===== config.mk =====
export PLATFORM = sky130hd
export DESIGN_NAME = fcv_top
export DESIGN_NICKNAME = d
export VERILOG_FILES = /design/src/rtl/fcv_pkg.sv /design/src/rtl/fcv_grant_age.sv /design/src/rtl/fcv_detect.sv /design/src/rtl/fcv_log.sv /design/src/rtl/fcv_top.sv
export SDC_FILE = /design/constraint.sdc
export NUM_CORES = 1
export LEC_CHECK = 0
export ABC_AREA = 1
export BUFFER_PORTS_ARGS = -buffer_cell sky130_fd_sc_hd__buf_2
export CORE_ASPECT_RATIO = 0.5
export CORE_MARGIN = 8
export CORE_UTILIZATION = 30
export CTS_CLUSTER_DIAMETER = 120
export DETAILED_ROUTE_END_ITERATION = 16
export GPL_TIMING_DRIVEN = 0
export PLACE_DENSITY = 0.58
export SYNTH_ARGS = -nofsm -noshare
export SYNTH_HDL_FRONTEND = slang
export SYNTH_SLANG_ARGS = --single-unit

===== constraint.sdc =====
create_clock -name clk -period 1.3 [get_ports clk]
set_input_delay 0.26 -clock clk [delete_from_list [all_inputs] [get_ports clk]]
set_output_delay 0.26 -clock clk [all_outputs]
set_load 0.02 [all_outputs]

===== src/rtl/fcv_pkg.sv =====
package fcv_pkg;

  // Next age of one output's grant counter.
  // grant wins over tick; the age stops at the window length.
  function automatic int unsigned age_next(int unsigned age, logic grant,
                                           logic tick, int unsigned window);
    if (grant)
      return 0;
    else if (tick && age < window)
      return age + 1;
    else
      return age;
  endfunction

  // An output is stale once its age has reached the window length.
  function automatic logic is_stale(int unsigned age, int unsigned window);
    return age >= window;
  endfunction

  // One input's verdict for one cycle.
  function automatic logic arrival_bad(logic vld, logic empty, logic chk,
                                       logic late);
    return vld && (empty || (chk && late));
  endfunction

endpackage


===== src/rtl/fcv_grant_age.sv =====
module fcv_grant_age #(
  parameter int N_OUT  = 16,
  parameter int WINDOW = 8
) (
  input  logic             clk,
  input  logic             rst_n,
  input  logic [N_OUT-1:0] grant,
  input  logic             tick,
  output logic [N_OUT-1:0] stale
);
  localparam int AW = $clog2(WINDOW + 1);
  localparam logic [AW-1:0] AGE_MAX = AW'(WINDOW);

  for (genvar j = 0; j < N_OUT; j++) begin : g_out
    logic [AW-1:0] age_q;
    logic [AW-1:0] age_d;

    assign age_d = AW'(fcv_pkg::age_next(int'(age_q), grant[j], tick, WINDOW));
    assign stale[j] = fcv_pkg::is_stale(int'(age_q), WINDOW);

    always_ff @(posedge clk or negedge rst_n) begin
      if (!rst_n) age_q <= AGE_MAX;
      else        age_q <= age_d;
    end
  end
endmodule


===== src/rtl/fcv_detect.sv =====
module fcv_detect #(
  parameter int N_IN  = 16,
  parameter int N_OUT = 16
) (
  input  logic [N_IN-1:0]       arr_vld,
  input  logic [N_IN*N_OUT-1:0] arr_dest,
  input  logic                  pool_empty,
  input  logic                  chk_en,
  input  logic [N_OUT-1:0]      stale,
  output logic [N_IN-1:0]       bad_in,
  output logic [N_OUT-1:0]      late_out
);
  logic [N_OUT-1:0] late_hit [N_IN];

  for (genvar i = 0; i < N_IN; i++) begin : g_in
    logic [N_OUT-1:0] dest;
    assign dest        = arr_dest[i*N_OUT +: N_OUT];
    assign late_hit[i] = (arr_vld[i] && chk_en) ? (dest & stale) : '0;
    assign bad_in[i]   = fcv_pkg::arrival_bad(arr_vld[i], pool_empty, chk_en,
                                              |(dest & stale));
  end

  always_comb begin
    late_out = '0;
    for (int i = 0; i < N_IN; i++)
      late_out = late_out | late_hit[i];
  end
endmodule


===== src/rtl/fcv_log.sv =====
module fcv_log #(
  parameter int W = 16
) (
  input  logic         clk,
  input  logic         rst_n,
  input  logic         clr,
  input  logic [W-1:0] set,
  output logic [W-1:0] q
);
  // set has priority over a simultaneous clear so no event is lost
  always_ff @(posedge clk or negedge rst_n) begin
    if (!rst_n) q <= '0;
    else        q <= (clr ? '0 : q) | set;
  end
endmodule


===== src/rtl/fcv_top.sv =====
module fcv_top #(
  parameter int N_IN   = 16,
  parameter int N_OUT  = 16,
  parameter int WINDOW = 8
) (
  input  logic                  clk,
  input  logic                  rst_n,
  input  logic [N_IN-1:0]       arr_vld,
  input  logic [N_IN*N_OUT-1:0] arr_dest,
  input  logic                  pool_empty,
  input  logic [N_OUT-1:0]      out_grant,
  input  logic                  pkt_tick,
  input  logic                  chk_en,
  input  logic                  log_clr,
  output logic                  viol_pulse,
  output logic [N_IN-1:0]       viol_ports,
  output logic [N_OUT-1:0]      viol_outs
);
  logic [N_OUT-1:0] stale_vec;
  logic [N_IN-1:0]  viol_now;
  logic [N_OUT-1:0] late_now;

  fcv_grant_age #(.N_OUT(N_OUT), .WINDOW(WINDOW)) u_age (
    .clk   (clk),
    .rst_n (rst_n),
    .grant (out_grant),
    .tick  (pkt_tick),
    .stale (stale_vec)
  );

  fcv_detect #(.N_IN(N_IN), .N_OUT(N_OUT)) u_det (
    .arr_vld    (arr_vld),
    .arr_dest   (arr_dest),
    .pool_empty (pool_empty),
    .chk_en     (chk_en),
    .stale      (stale_vec),
    .bad_in     (viol_now),
    .late_out   (late_now)
  );

  fcv_log #(.W(N_IN)) u_port_log (
    .clk   (clk),
    .rst_n (rst_n),
    .clr   (log_clr),
    .set   (viol_now),
    .q     (viol_ports)
  );

  fcv_log #(.W(N_OUT)) u_out_log (
    .clk   (clk),
    .rst_n (rst_n),
    .clr   (log_clr),
    .set   (late_now),
    .q     (viol_outs)
  );

  always_ff @(posedge clk or negedge rst_n) begin
    if (!rst_n) viol_pulse <= 1'b0;
    else        viol_pulse <= |viol_now;
  end
endmodule


==> out/qor.txt, run 1 <==
Area growth, synth to finish: 43.8%
MaxCap Viol Count: 0
Worst VDD drop: 0.694 mV
Setup crit end kind: register
initial core utilization: 30.7%
root buf cell: clkbuf_16
Critical path buffers and inverters: 0
Avg Inst Size Synth: 6.58 sq um
Post-DRT Antenna Nets: 0
Power Total: 7.54 mW
final wirelength: 42,000 microns
GP Congestion: 0.993
Slew headroom: 52.8%
clock buffer depth: 2
Pint: 5.12 mW
post-route cell area: 11,700 sq um
first-pass GRT wire length: 61,200 microns
Avg WL per Cell: 21.3 microns
synth cell count leaders: 404 x nand2_1, 245 x nor2_1, 81 x dfrtp_1, 76 x inv_1, 48 x nand3_1
#FFs+latches synth: 97
most numerous cell in the Yosys netlist: nand2_1
Setup-failing EPs final: 61
fmax: 0.577 GHz
Max Slew Vio Count: 0
cell taking the most area after synthesis: dfrtp_1
Hold Crit Class: input pin to register
core area: 26,600 sq um
Congestion Overflow GR: 0
share of synthesized registers carrying an async set or reset: 100%
WHS: 36.5 ps
number of synthesized flops with an enable pin: 0
fin worst setup slack: -433 ps
CTS tree: built
share of the synthesized area in the top cell type: 24.9%
synthesized area: 8150 sq um
crit path from: u_age.g_out[15].age_q[3]
ys flop type: dfrtp_1
Die ar.: 33,000 sq um
critical path type: register to register
Switching Share: 32.2%
port buffer count: 323
HP Start: out_grant[0]
initial antenna violation count: 8
RSZ-0062 raised after global routing: true
critical path launch point type: register
Fin. Hold Viols: 0
die height: 133 microns
sequential share of power: 43.4%
DP Area: 10,200 sq um
Clock Sinks: 97
library cells used by synthesis: 29
FP Rows: 42
failing checks: setup timing
leak pwr: 5.89 nW
clock slew at reported path FFs: 80 ps
Period minus WS final: 1730 ps
status: finished with violations
setup slack after placement: -679 ps
Crit path top cell by count: nand2_1
worst path cell trace: nand2_1, nand2_1, nor2_1, nand2_1, o21bai_2, nand2_1, nor2_1, nand2_1, nor2_1, nand2_1
vias in the first global route: 10,297
Worst EP arrival: 2050 ps
actual slew at the worst max-slew pin: 708 ps
fraction of layout cells with a size suffix above 1: 38.3%
Final Skew: 14.6 ps
clock share of power: 35.7%
NetSw: 2.43 mW
Mapped Nets: 1,563
io pins: 327
drt via density: 5.23
Synth area leaders: dfrtp_1 25%, nand2_1 19%, nor2_1 11%, dfstp_2 5.2%, buf_6 4.7%
FF-to-FF Start: u_age.g_out[15].age_q[3]
cts bufs inserted: 9
period utilization: 133%
worst skew pair latency: 370 ps
Vias: 10,317
Largest delay share family, worst path: simple AND/OR/NAND/NOR gates
1st-pass router iterations: 7
CP peak stage delay: 750 ps
First DRT Iteration DRCs: 928
DIE WIDTH: 249 microns
Mapped Cells: 1,239
power density cells: 644 nW/um^2
critical path required time: 1620 ps
nets@finish: 1,931
Total Routing Usage GR: 24.1%
post-synthesis sequential area ratio: 30.0%
fill count: 2,834
Slowest cell on crit path: dfstp_2
fin util: 44.1%
H-tree Lvls: 3
largest net degree at the start of global routing: 63
DRC viols: 0
CP Max Fanout: 10
Post-DP HPWL: 33,600 microns
combinational share of power: 20.9%
synth warn: 0
[kinds of logic (layout without fill, tap and decap cells)]
group / after synthesis / after routing / share of synthesized area [%]
other: 0 / 9 / 0
DFF: 97 / 97 / 30.0
buffers and inverters: 134 / 507 / 10.1
adders and majority gates: 30 / 30 / 4.60
and+or+nand+nor: 819 / 819 / 42.1
AOI/OAI and AO/OA: 150 / 150 / 12.2
xor gates and xnor gates: 9 / 9 / 0.967
[metrics by stage]
stage,setup TNS [ps],cells
floorplan,-57.3,1239
global placement,-132580,1914
detailed placement,-22460,1915
CTS,-6590,1948
global route,-12210,1972
finish,-7400,1973
[worst register-to-register path, cell delays in order (launching register included)]
cell	delay, ps
dfstp_2	750
nand2_1	210
nand2_1	110
nor2_1	40
nand2_1	120
o21bai_2	110
nand2_1	110
nor2_1	50
nand2_1	80
nor2_1	40
nand2_1	50
[cell usage in the layout, fill, tap and decap left out, types with 6 or more instances in the layout]
cell type / netlist / routed
dfstp_2: 16 / 15
ha_1: 30 / 30
nor3_2: 0 / 12
nand4_1: 40 / 40
o221ai_2: 0 / 16
buf_6: 34 / 15
nand3_2: 0 / 14
nand2_4: 4 / 7
a211oi_2: 0 / 7
nand3_1: 48 / 34
a41oi_1: 16 / 16
buf_4: 9 / 29
o21a_1: 16 / 16
xor2_1: 9 / 9
o22ai_1: 32 / 31
a211oi_1: 14 / 7
nor4_2: 0 / 13
nor2_1: 245 / 215
o21ai_0: 34 / 16
diode_2: 0 / 9
nand2_2: 22 / 46
a21oi_1: 16 / 14
buf_8: 2 / 15
clkbuf_16: 0 / 10
buf_2: 7 / 327
inv_1: 76 / 62
buf_12: 0 / 17
nor2_2: 1 / 27
inv_2: 0 / 14
o21ai_1: 2 / 15
dfrtp_1: 81 / 81
nor4_1: 32 / 19
nand2_1: 404 / 377
nor3_1: 23 / 6
[sequential cells by signal, indices dropped and copies added, names as in the netlist]
signal,flops
u_out_log.q,16
u_port_log.q,16
u_age.g_out.age_q,64
viol_pulse,1
[worst paths after layout]
check	end	cells past startpoint	slack (ps)
min in group asynchronous	u_age.g_out[12].age_q[1]	2	390
worst max register to register	viol_pulse	10	-430
worst min register to register	u_age.g_out[1].age_q[2]	1	470
worst min-delay path	u_age.g_out[0].age_q[3]	2	40
worst max-delay path	viol_pulse	10	-430
max in group asynchronous	u_age.g_out[1].age_q[3]	3	170
[cell type report]
| class | count | area [sq um] | share of cell area [%] |
|---|---|---|---|
| flip-flops and latches | 97 | 2450 | 20.9 |
| inverters | 76 | 285 | 2.43 |
| well taps | 352 | 440 | 3.76 |
| diodes | 9 | 22.5 | 0.192 |
| clock buffers | 10 | 229 | 1.95 |
| multi-input cells | 1008 | 5510 | 47.0 |
| clock inverters | 6 | 48.8 | 0.416 |
| plain buffers | 50 | 604 | 5.16 |
| repair buffers | 365 | 2140 | 18.2 |
[power groups by stage]
stage	clock network [mW]	registers, mW	logic, mW
after floorplan	0	3.37	0.534
after global placement	0	3.32	1.42
after detailed placement	0	3.32	1.44
after CTS	2.76	3.27	1.49
after global routing	2.89	3.29	1.72
final	2.69	3.27	1.58
[timing repair]
action,in CTS,in global routing
endpoints found under the hold margin,29,0
gates resized for setup,143,99
endpoints found under the setup margin,73,82
buffers inserted,22,17
cloned,2,1
pin swaps,26,43
hold buffers,1,0
[routing by layer]
metal	track usage [%]	part of all wire, %	vias to the layer above
met1	30.1	41	4881
li1	-	-	4864
met5	0	0	-
met4	9.97	3.8	0
met2	40.4	47	471
met3	4.67	7.6	101
(Power assumes the default switching activity.)
==> run 2, diff against run 1 <==
--- a/config.mk
+++ b/config.mk
@@ -13,7 +13,8 @@
 export CTS_CLUSTER_DIAMETER = 120
 export DETAILED_ROUTE_END_ITERATION = 16
 export GPL_TIMING_DRIVEN = 0
-export PLACE_DENSITY = 0.58
+export PLACE_DENSITY = 0.56
 export SYNTH_ARGS = -nofsm -noshare
 export SYNTH_HDL_FRONTEND = slang
+export SYNTH_HIERARCHICAL = 1
 export SYNTH_SLANG_ARGS = --single-unit
==> run 2 against run 1 <==
  * The run ends with hold timing, setup timing left
  * Non-clock buffer count up 58
  * Global-route usage up 2.0 points
  * Fmax down 6.9%
  * Setup slack worse by 130 ps
  * First-iteration DRC count up 62%
  * Sequential cell count unchanged
  * Final area up 18%
  * Register-to-register slack worse by 130 ps
  * Hold slack worse by 90 ps
  * Sequential share of layout area down 3.2 points
  * Utilization down 0.23 points
  * Clock skew up 9.6 ps
==> out/qor.txt, run 2 <==
Mapped Nets: 2,060 (+32%)
fmax: 0.538 GHz (-6.9%)
DRC viols: 0 (unchanged)
Final Skew: 24.2 ps (+9.59 ps)
Top reg by flops: u_age/g_out.age_q
port buffer count: 321 (-0.62%)
final sum of negative setup slack: -9710 ps (-2320 ps)
FF-to-FF Start: u_age/g_out[0].age_q[3]
core area: 31,700 sq um (+19%)
nets@finish: 2,443 (+27%)
leak pwr: 8.03 nW (+36%)
power density cells: 573 nW/um^2 (-11%)
worst skew pair latency: 390 ps (+20 ps)
period utilization: 143% (+9.8 points)
synth warn: 6 (+6)
drt via density: 5.11 (-2.3%)
#FFs+latches synth: 97 (unchanged)
fill count: 3,543 (+25%)
Avg Inst Size Synth: 5.56 sq um (-15%)
ys flop type: dfrtp_1
Critical path buffers and inverters: 1 (+1)
share of the synthesized area in the top cell type: 27.6% (+2.8 points)
CP Max Fanout: 8 (-2)
share of synthesized registers carrying an async set or reset: 100% (unchanged)
WHS: -53.7 ps (-90.3 ps)
First DRT Iteration DRCs: 1,502 (+62%)
cell taking the most area after synthesis: nand2_1
most frequent cells in the layout: 625 x nand2_1, 331 x buf_2, 201 x nor2_1
Congestion Overflow GR: 0 (unchanged)
Vias: 13,135 (+27%)
Total Routing Usage GR: 26.0% (+2.0 points)
critical path launch point type: register
Post-DP HPWL: 42,100 microns (+25%)
vias in the first global route: 12,343 (+20%)
Post-DRT Antenna Nets: 0 (unchanged)
RSZ-0062 raised after global routing: true
initial antenna violation count: 19 (+11)
DIE WIDTH: 270 microns (+8.2%)
synthesized area: 9650 sq um (+18%)
Setup crit end kind: register
largest net degree at the start of global routing: 53 (-16%)
fin util: 43.9% (-0.23 points)
Fin. Hold Viols: 42 (+42)
actual slew at the worst max-slew pin: 882 ps (+174 ps)
Avg WL per Cell: 21.2 microns (-0.46%)
clock buffer depth: 2 (unchanged)
Slew headroom: 41.2% (-12 points)
CTS tree: built
Worst VDD drop: 0.537 mV (-23%)
Largest delay share family, worst path: simple AND/OR/NAND/NOR gates
fin cells: 2,571 (+30%)
1st-pass router iterations: 8 (+1)
Inst Count DP: 2,488 (+30%)
io pins: 327 (unchanged)
Synth area leaders: nand2_1 28%, dfrtp_1 21%, nor2_1 9.8%, nand4_1 9.3%, inv_1 8.2%
reg2reg end: viol_pulse
synth cell count leaders: 710 x nand2_1, 253 x nor2_1, 210 x inv_1, 144 x nand4_1, 134 x nand3_1
CP peak stage delay: 540 ps (-210 ps)
worst path cell trace: clkbuf_16, nand2_1, nand2_1, nor2_2, nand2_1, o21ai_1, nand2_1, nor2_1, nand2_1, nor2_2, nand2_1
most common cell after layout, fill and taps aside: nand2_1
final wirelength: 54,500 microns (+30%)
clock slew at reported path FFs: 100 ps (+20 ps)
Hold Crit Class: input pin to async pin
Reg2Reg Setup Slack: -560 ps (-130 ps)
failing checks: hold timing, setup timing
FP Rows: 46 (+9.5%)
Crit path top cell by count: nand2_1
initial core utilization: 30.5% (-0.19 points)
Mapped Cells: 1,734 (+40%)
fin worst setup slack: -560 ps (-128 ps)
H-tree Lvls: 3 (unchanged)
library cells used by synthesis: 19 (-34%)
status: finished with violations
critical path required time: 1560 ps (-60 ps)
Worst EP arrival: 2120 ps (+70 ps)
Slowest cell on crit path: dfstp_4
first-pass GRT wire length: 75,300 microns (+23%)
critical path type: register to register
MaxCap Viol Count: 0 (unchanged)
number of synthesized flops with an enable pin: 0 (unchanged)
largest registers: u_age/g_out.age_q: 64 flops, u_out_log/q: 16 flops, u_port_log/q: 16 flops
setup slack after placement: -834 ps (-154 ps)
Reg2Reg Depth: 11 (+1)
Setup-failing EPs final: 43 (-30%)
Clock Sinks: 97 (unchanged)
die height: 143 microns (+7.7%)
root buf cell: clkbuf_16
Die ar.: 38,500 sq um (+17%)
Period minus WS final: 1860 ps (+128 ps)
Area growth, synth to finish: 43.9% (about the same)
GP Congestion: 0.993 (about the same)
Max Slew Vio Count: 0 (unchanged)
cts bufs inserted: 9 (unchanged)
fraction of layout cells with a size suffix above 1: 31.6% (-6.8 points)
post-synthesis sequential area ratio: 25.4% (-4.6 points)
most numerous cell in the Yosys netlist: nand2_1
number of flip-flops in the largest register: 64 (unchanged)
[run 2: cell types whose count changed after synthesis, sizes merged, moves of 86 or more]
| cell | previous run | this run |
|---|---|---|
| nand3 | 48 | 134 |
| inv | 76 | 215 |
| nand2 | 430 | 714 |
| nand4 | 40 | 144 |
[run 2: cells by family after synthesis]
kind of cell | count (synthesis) | synth area share, %
simple gates | 1245 | 54.1
fa+ha+maj | 32 | 4.15
buf+inv | 321 | 14.4
compound gates | 39 | 2.02
flops | 97 | 25.4
[run 2: how the worst max path moves through the flow]
stage                                  from  cells past startpoint  slack [ps]             end
global route        u_age/g_out[9].age_q[3]                     12        -620      viol_pulse
floorplan           u_age/g_out[5].age_q[3]                     13        -200      viol_pulse
finish              u_age/g_out[0].age_q[3]                     11        -560      viol_pulse
detailed placement                   chk_en                     10        -830      viol_pulse
CTS                 u_age/g_out[9].age_q[3]                     13        -490      viol_pulse
global placement                      rst_n                      1       -1330  u_out_log/q[0]
[run 2: timing repair]
action                     CTS  global route
resized for setup           99           167
setup endpoints to repair   33            45
hold buffers                 3             1
cloned                       7            11
pin swaps                   59           113
hold endpoints to repair    45            35
buffers inserted            30            27
[run 2: final cells by class]
type / count / area, sq um / area share (%)
Multi-Input combinational cell: 1316 / 6330 / 45.6
Sequential cell: 97 / 2450 / 17.7
Tap cell: 432 / 541 / 3.89
Clock inverter: 7 / 70.1 / 0.505
Timing Repair Buffer: 400 / 2560 / 18.5
Inverter: 220 / 838 / 6.04
Antenna cell: 17 / 42.5 / 0.306
Clock buffer: 9 / 225 / 1.62
Buffer: 73 / 817 / 5.89
[run 2: layer usage]
layer | vias to the layer above | wire length, microns | global-route usage (%)
met3 | 162 | 5140 | 6.51
met2 | 727 | 26200 | 44.5
met5 | - | 10 | 0
met1 | 6064 | 20800 | 30.9
li1 | 6180 | - | -
met4 | 2 | 2420 | 11.7
[run 2: through the flow]
| step | area, sq um | total power, mW |
|---|---|---|
| after floorplan | 9970 | 3.94 |
| after global placement | 12100 | 5.03 |
| after detailed placement | 12100 | 5.05 |
| after CTS | 13000 | 7.95 |
| after global routing | 13900 | 8.30 |
| final | 13900 | 7.96 |
[run 2: where the power goes]
part	leakage, nW	internal, mW	switching (mW)
Clock	0.147	1.36	1.46
Combinational	6.64	0.652	1.22
Sequential	1.24	3.15	0.119
==> run 3, diff against run 2 <==
--- a/config.mk
+++ b/config.mk
@@ -9,11 +9,11 @@
 export BUFFER_PORTS_ARGS = -buffer_cell sky130_fd_sc_hd__buf_2
 export CORE_ASPECT_RATIO = 0.5
 export CORE_MARGIN = 8
-export CORE_UTILIZATION = 30
+export CORE_UTILIZATION = 47
 export CTS_CLUSTER_DIAMETER = 120
 export DETAILED_ROUTE_END_ITERATION = 16
 export GPL_TIMING_DRIVEN = 0
-export PLACE_DENSITY = 0.56
+export PLACE_DENSITY = 0.8
 export SYNTH_ARGS = -nofsm -noshare
 export SYNTH_HDL_FRONTEND = slang
 export SYNTH_HIERARCHICAL = 1
==> run 3 against run 2 <==
  * The run ends with setup timing left
  * Power rose by 1.8%
  * Non-clock buffer count is 13 higher
  * Fmax is 4.3% lower
  * Combinational power rose by 2%
  * Final area up 1.6%
==> out/qor.txt, run 3 (same netlist as run 2, synthesis figures left out) <==
DIE WIDTH: 219 microns (-19%)
Worst EP arrival: 2230 ps (+110 ps)
1st-pass router iterations: 7 (-1)
most common cell after layout, fill and taps aside: nand2_1
number of flip-flops in the largest register: 64 (unchanged)
Worst VDD drop: 0.722 mV (+34%)
leak pwr: 8.26 nW (+2.8%)
post-route cell area: 14,100 sq um (+1.6%)
Power Total: 8.11 mW (+1.8%)
fraction of layout cells with a size suffix above 1: 33.5% (+1.9 points)
First DRT Iteration DRCs: 2,403 (+60%)
final wirelength: 54,100 microns (-0.88%)
Hold Crit Class: input pin to register
HP Start: out_grant[7]
cts bufs inserted: 9 (unchanged)
reg2reg end: viol_pulse
DP Area: 11,900 sq um (-1.6%)
critical path type: register to register
fin worst setup slack: -645 ps (-84.1 ps)
first-pass GRT wire length: 77,500 microns (+2.9%)
worst skew pair latency: 380 ps (about the same)
final sum of negative setup slack: -10,720 ps (-1010 ps)
met2 wire len: 22,700 microns (-13%)
Total Routing Usage GR: 39.3% (+13 points)
clock buffer depth: 2 (unchanged)
RSZ-0062 raised after global routing: true
Max Slew Vio Count: 0 (unchanged)
Post-DP HPWL: 39,800 microns (-5.5%)
Fin. Hold Viols: 0 (-100%)
fill count: 1,792 (-49%)
Congestion Overflow GR: 0 (unchanged)
fin cells: 2,414 (-6.1%)
WL met3: 8490 microns (+65%)
Final Skew: 24.9 ps (+0.633 ps)
critical path launch point type: register
Setup-failing EPs final: 39 (-9.3%)
initial antenna violation count: 6 (-13)
most frequent cells in the layout: 598 x nand2_1, 330 x buf_2, 204 x nor2_1
power density cells: 575 nW/um^2 (+0.19%)
Reg2Reg Depth: 12 (+1)
clock slew at reported path FFs: 100 ps (about the same)
actual slew at the worst max-slew pin: 1030 ps (+148 ps)
period utilization: 150% (+6.5 points)
root buf cell: clkbuf_16
failing checks: setup timing
Inst Count DP: 2,329 (-6.4%)
met1 WL: 19,900 microns (-4.1%)
fmax: 0.514 GHz (-4.3%)
highest routed layer: met4
Top reg by flops: u_age/g_out.age_q
DRC viols: 0 (unchanged)
status: finished with violations
Period minus WS final: 1940 ps (+84.1 ps)
Post-DRT Antenna Nets: 0 (unchanged)
MaxCap Viol Count: 0 (unchanged)
Area growth, synth to finish: 46.3%
drt via density: 5.78 (+13%)
CP Max Fanout: 5 (-3)
nets@finish: 2,456 (+0.53%)
Die ar.: 25,600 sq um (-33%)
Avg WL per Cell: 22.4 microns (+5.6%)
critical path required time: 1580 ps (+20 ps)
largest registers: u_age/g_out.age_q: 64 flops, u_out_log/q: 16 flops, u_port_log/q: 16 flops
initial core utilization: 47.5% (+17 points)
die height: 117 microns (-18%)
largest net degree at the start of global routing: 59 (+11%)
Reg2Reg Setup Slack: -640 ps (-80 ps)
port buffer count: 321 (unchanged)
H-tree Lvls: 3 (unchanged)
CP endpoint: viol_pulse
Clock Sinks: 97 (unchanged)
CTS tree: built
FP Rows: 37 (-20%)
core area: 20,300 sq um (-36%)
Vias: 13,949 (+6.2%)
vias in the first global route: 13,062 (+5.8%)
Slew headroom: 31.3% (-9.8 points)
FF-to-FF Start: u_age/g_out[13].age_q[3]
GP Congestion: 1.03 (+3.4%)
Setup crit end kind: register
io pins: 327 (unchanged)
crit path from: u_age/g_out[13].age_q[3]
## run 3: changes by cell type in the layout (fill, tap and decap cells not counted), sizes merged
| cell | change |
|---|---|
| diode | -11 |
| clkbuf | -7 |
| clkinv | -1 |
| buf | +21 |
| dlygate4sd3 | -2 |
| bufbuf | +1 |
| inv | +1 |
## run 3: how the worst min path moves through the flow
stage / endpoint / slack [ps] / cells after the start
after floorplan: u_age/g_out[0].age_q[0] / -40 / 0
after global placement: u_age/g_out[10].age_q[3] / 390 / 2
after detailed placement: u_age/g_out[11].age_q[0] / 310 / 1
after CTS: u_age/g_out[11].age_q[3] / 9 / 2
after global routing: u_age/g_out[2].age_q[3] / 9 / 2
final: u_age/g_out[7].age_q[3] / 20 / 2
## run 3: power breakdown
group          switching [mW]  internal [mW]  total, mW  leakage (nW)
combinational            1.25          0.659       1.91          6.87
sequential              0.125           3.15       3.27          1.24
clock                    1.53           1.39       2.92         0.149
total                    2.91           5.20       8.11          8.26
## run 3: layout make-up
class | instances | area, sq um | area share (%)
diodes | 6 | 15.0 | 0.106
plain buffers | 72 | 779 | 5.53
clock buffers | 9 | 225 | 1.60
clock inverters | 7 | 78.8 | 0.559
inverters | 220 | 840 | 5.95
multi-input cells | 1316 | 6570 | 46.5
flip-flops and latches | 97 | 2450 | 17.4
well taps | 273 | 342 | 2.42
repair buffers | 414 | 2810 | 19.9
## run 3: metrics by stage
stage                     setup WS [ps]  util, %  hold slack (ps)
after CTS                          -451     66.7             9.30
after detailed placement           -809     58.8              309
after global placement            -1210     58.6              392
after floorplan                    -200        -            -35.6
final                              -645     69.4             16.5
after global routing               -666     69.4             8.53
## run 3: critical path, cell delays in order (launching register included)
cell     delay, ps
dfstp_2        460
buf_6          180
buf_8          140
nand2_4         70
nand2_4         60
nor2_4         200
nand2_2         90
o21ai_1        120
nand2_1        130
nor2_1         130
nand2_1         60
nor2_1         130
nand2_1         70
## run 3: what timing repair did
action | in CTS | in global routing
hold buffers | 2 | 0
buffers inserted | 57 | 12
gates resized for setup | 234 | 126
endpoints found under the hold margin | 35 | 0
cloned | 18 | 6
setup endpoints to repair | 33 | 78
pin swaps | 165 | 85
## run 3: per-layer routing
metal	up-vias	GRT usage, %
met2	1125	59.3
met4	0	15.9
li1	6195	-
met1	6367	50.1
met3	262	14.4
met5	-	0
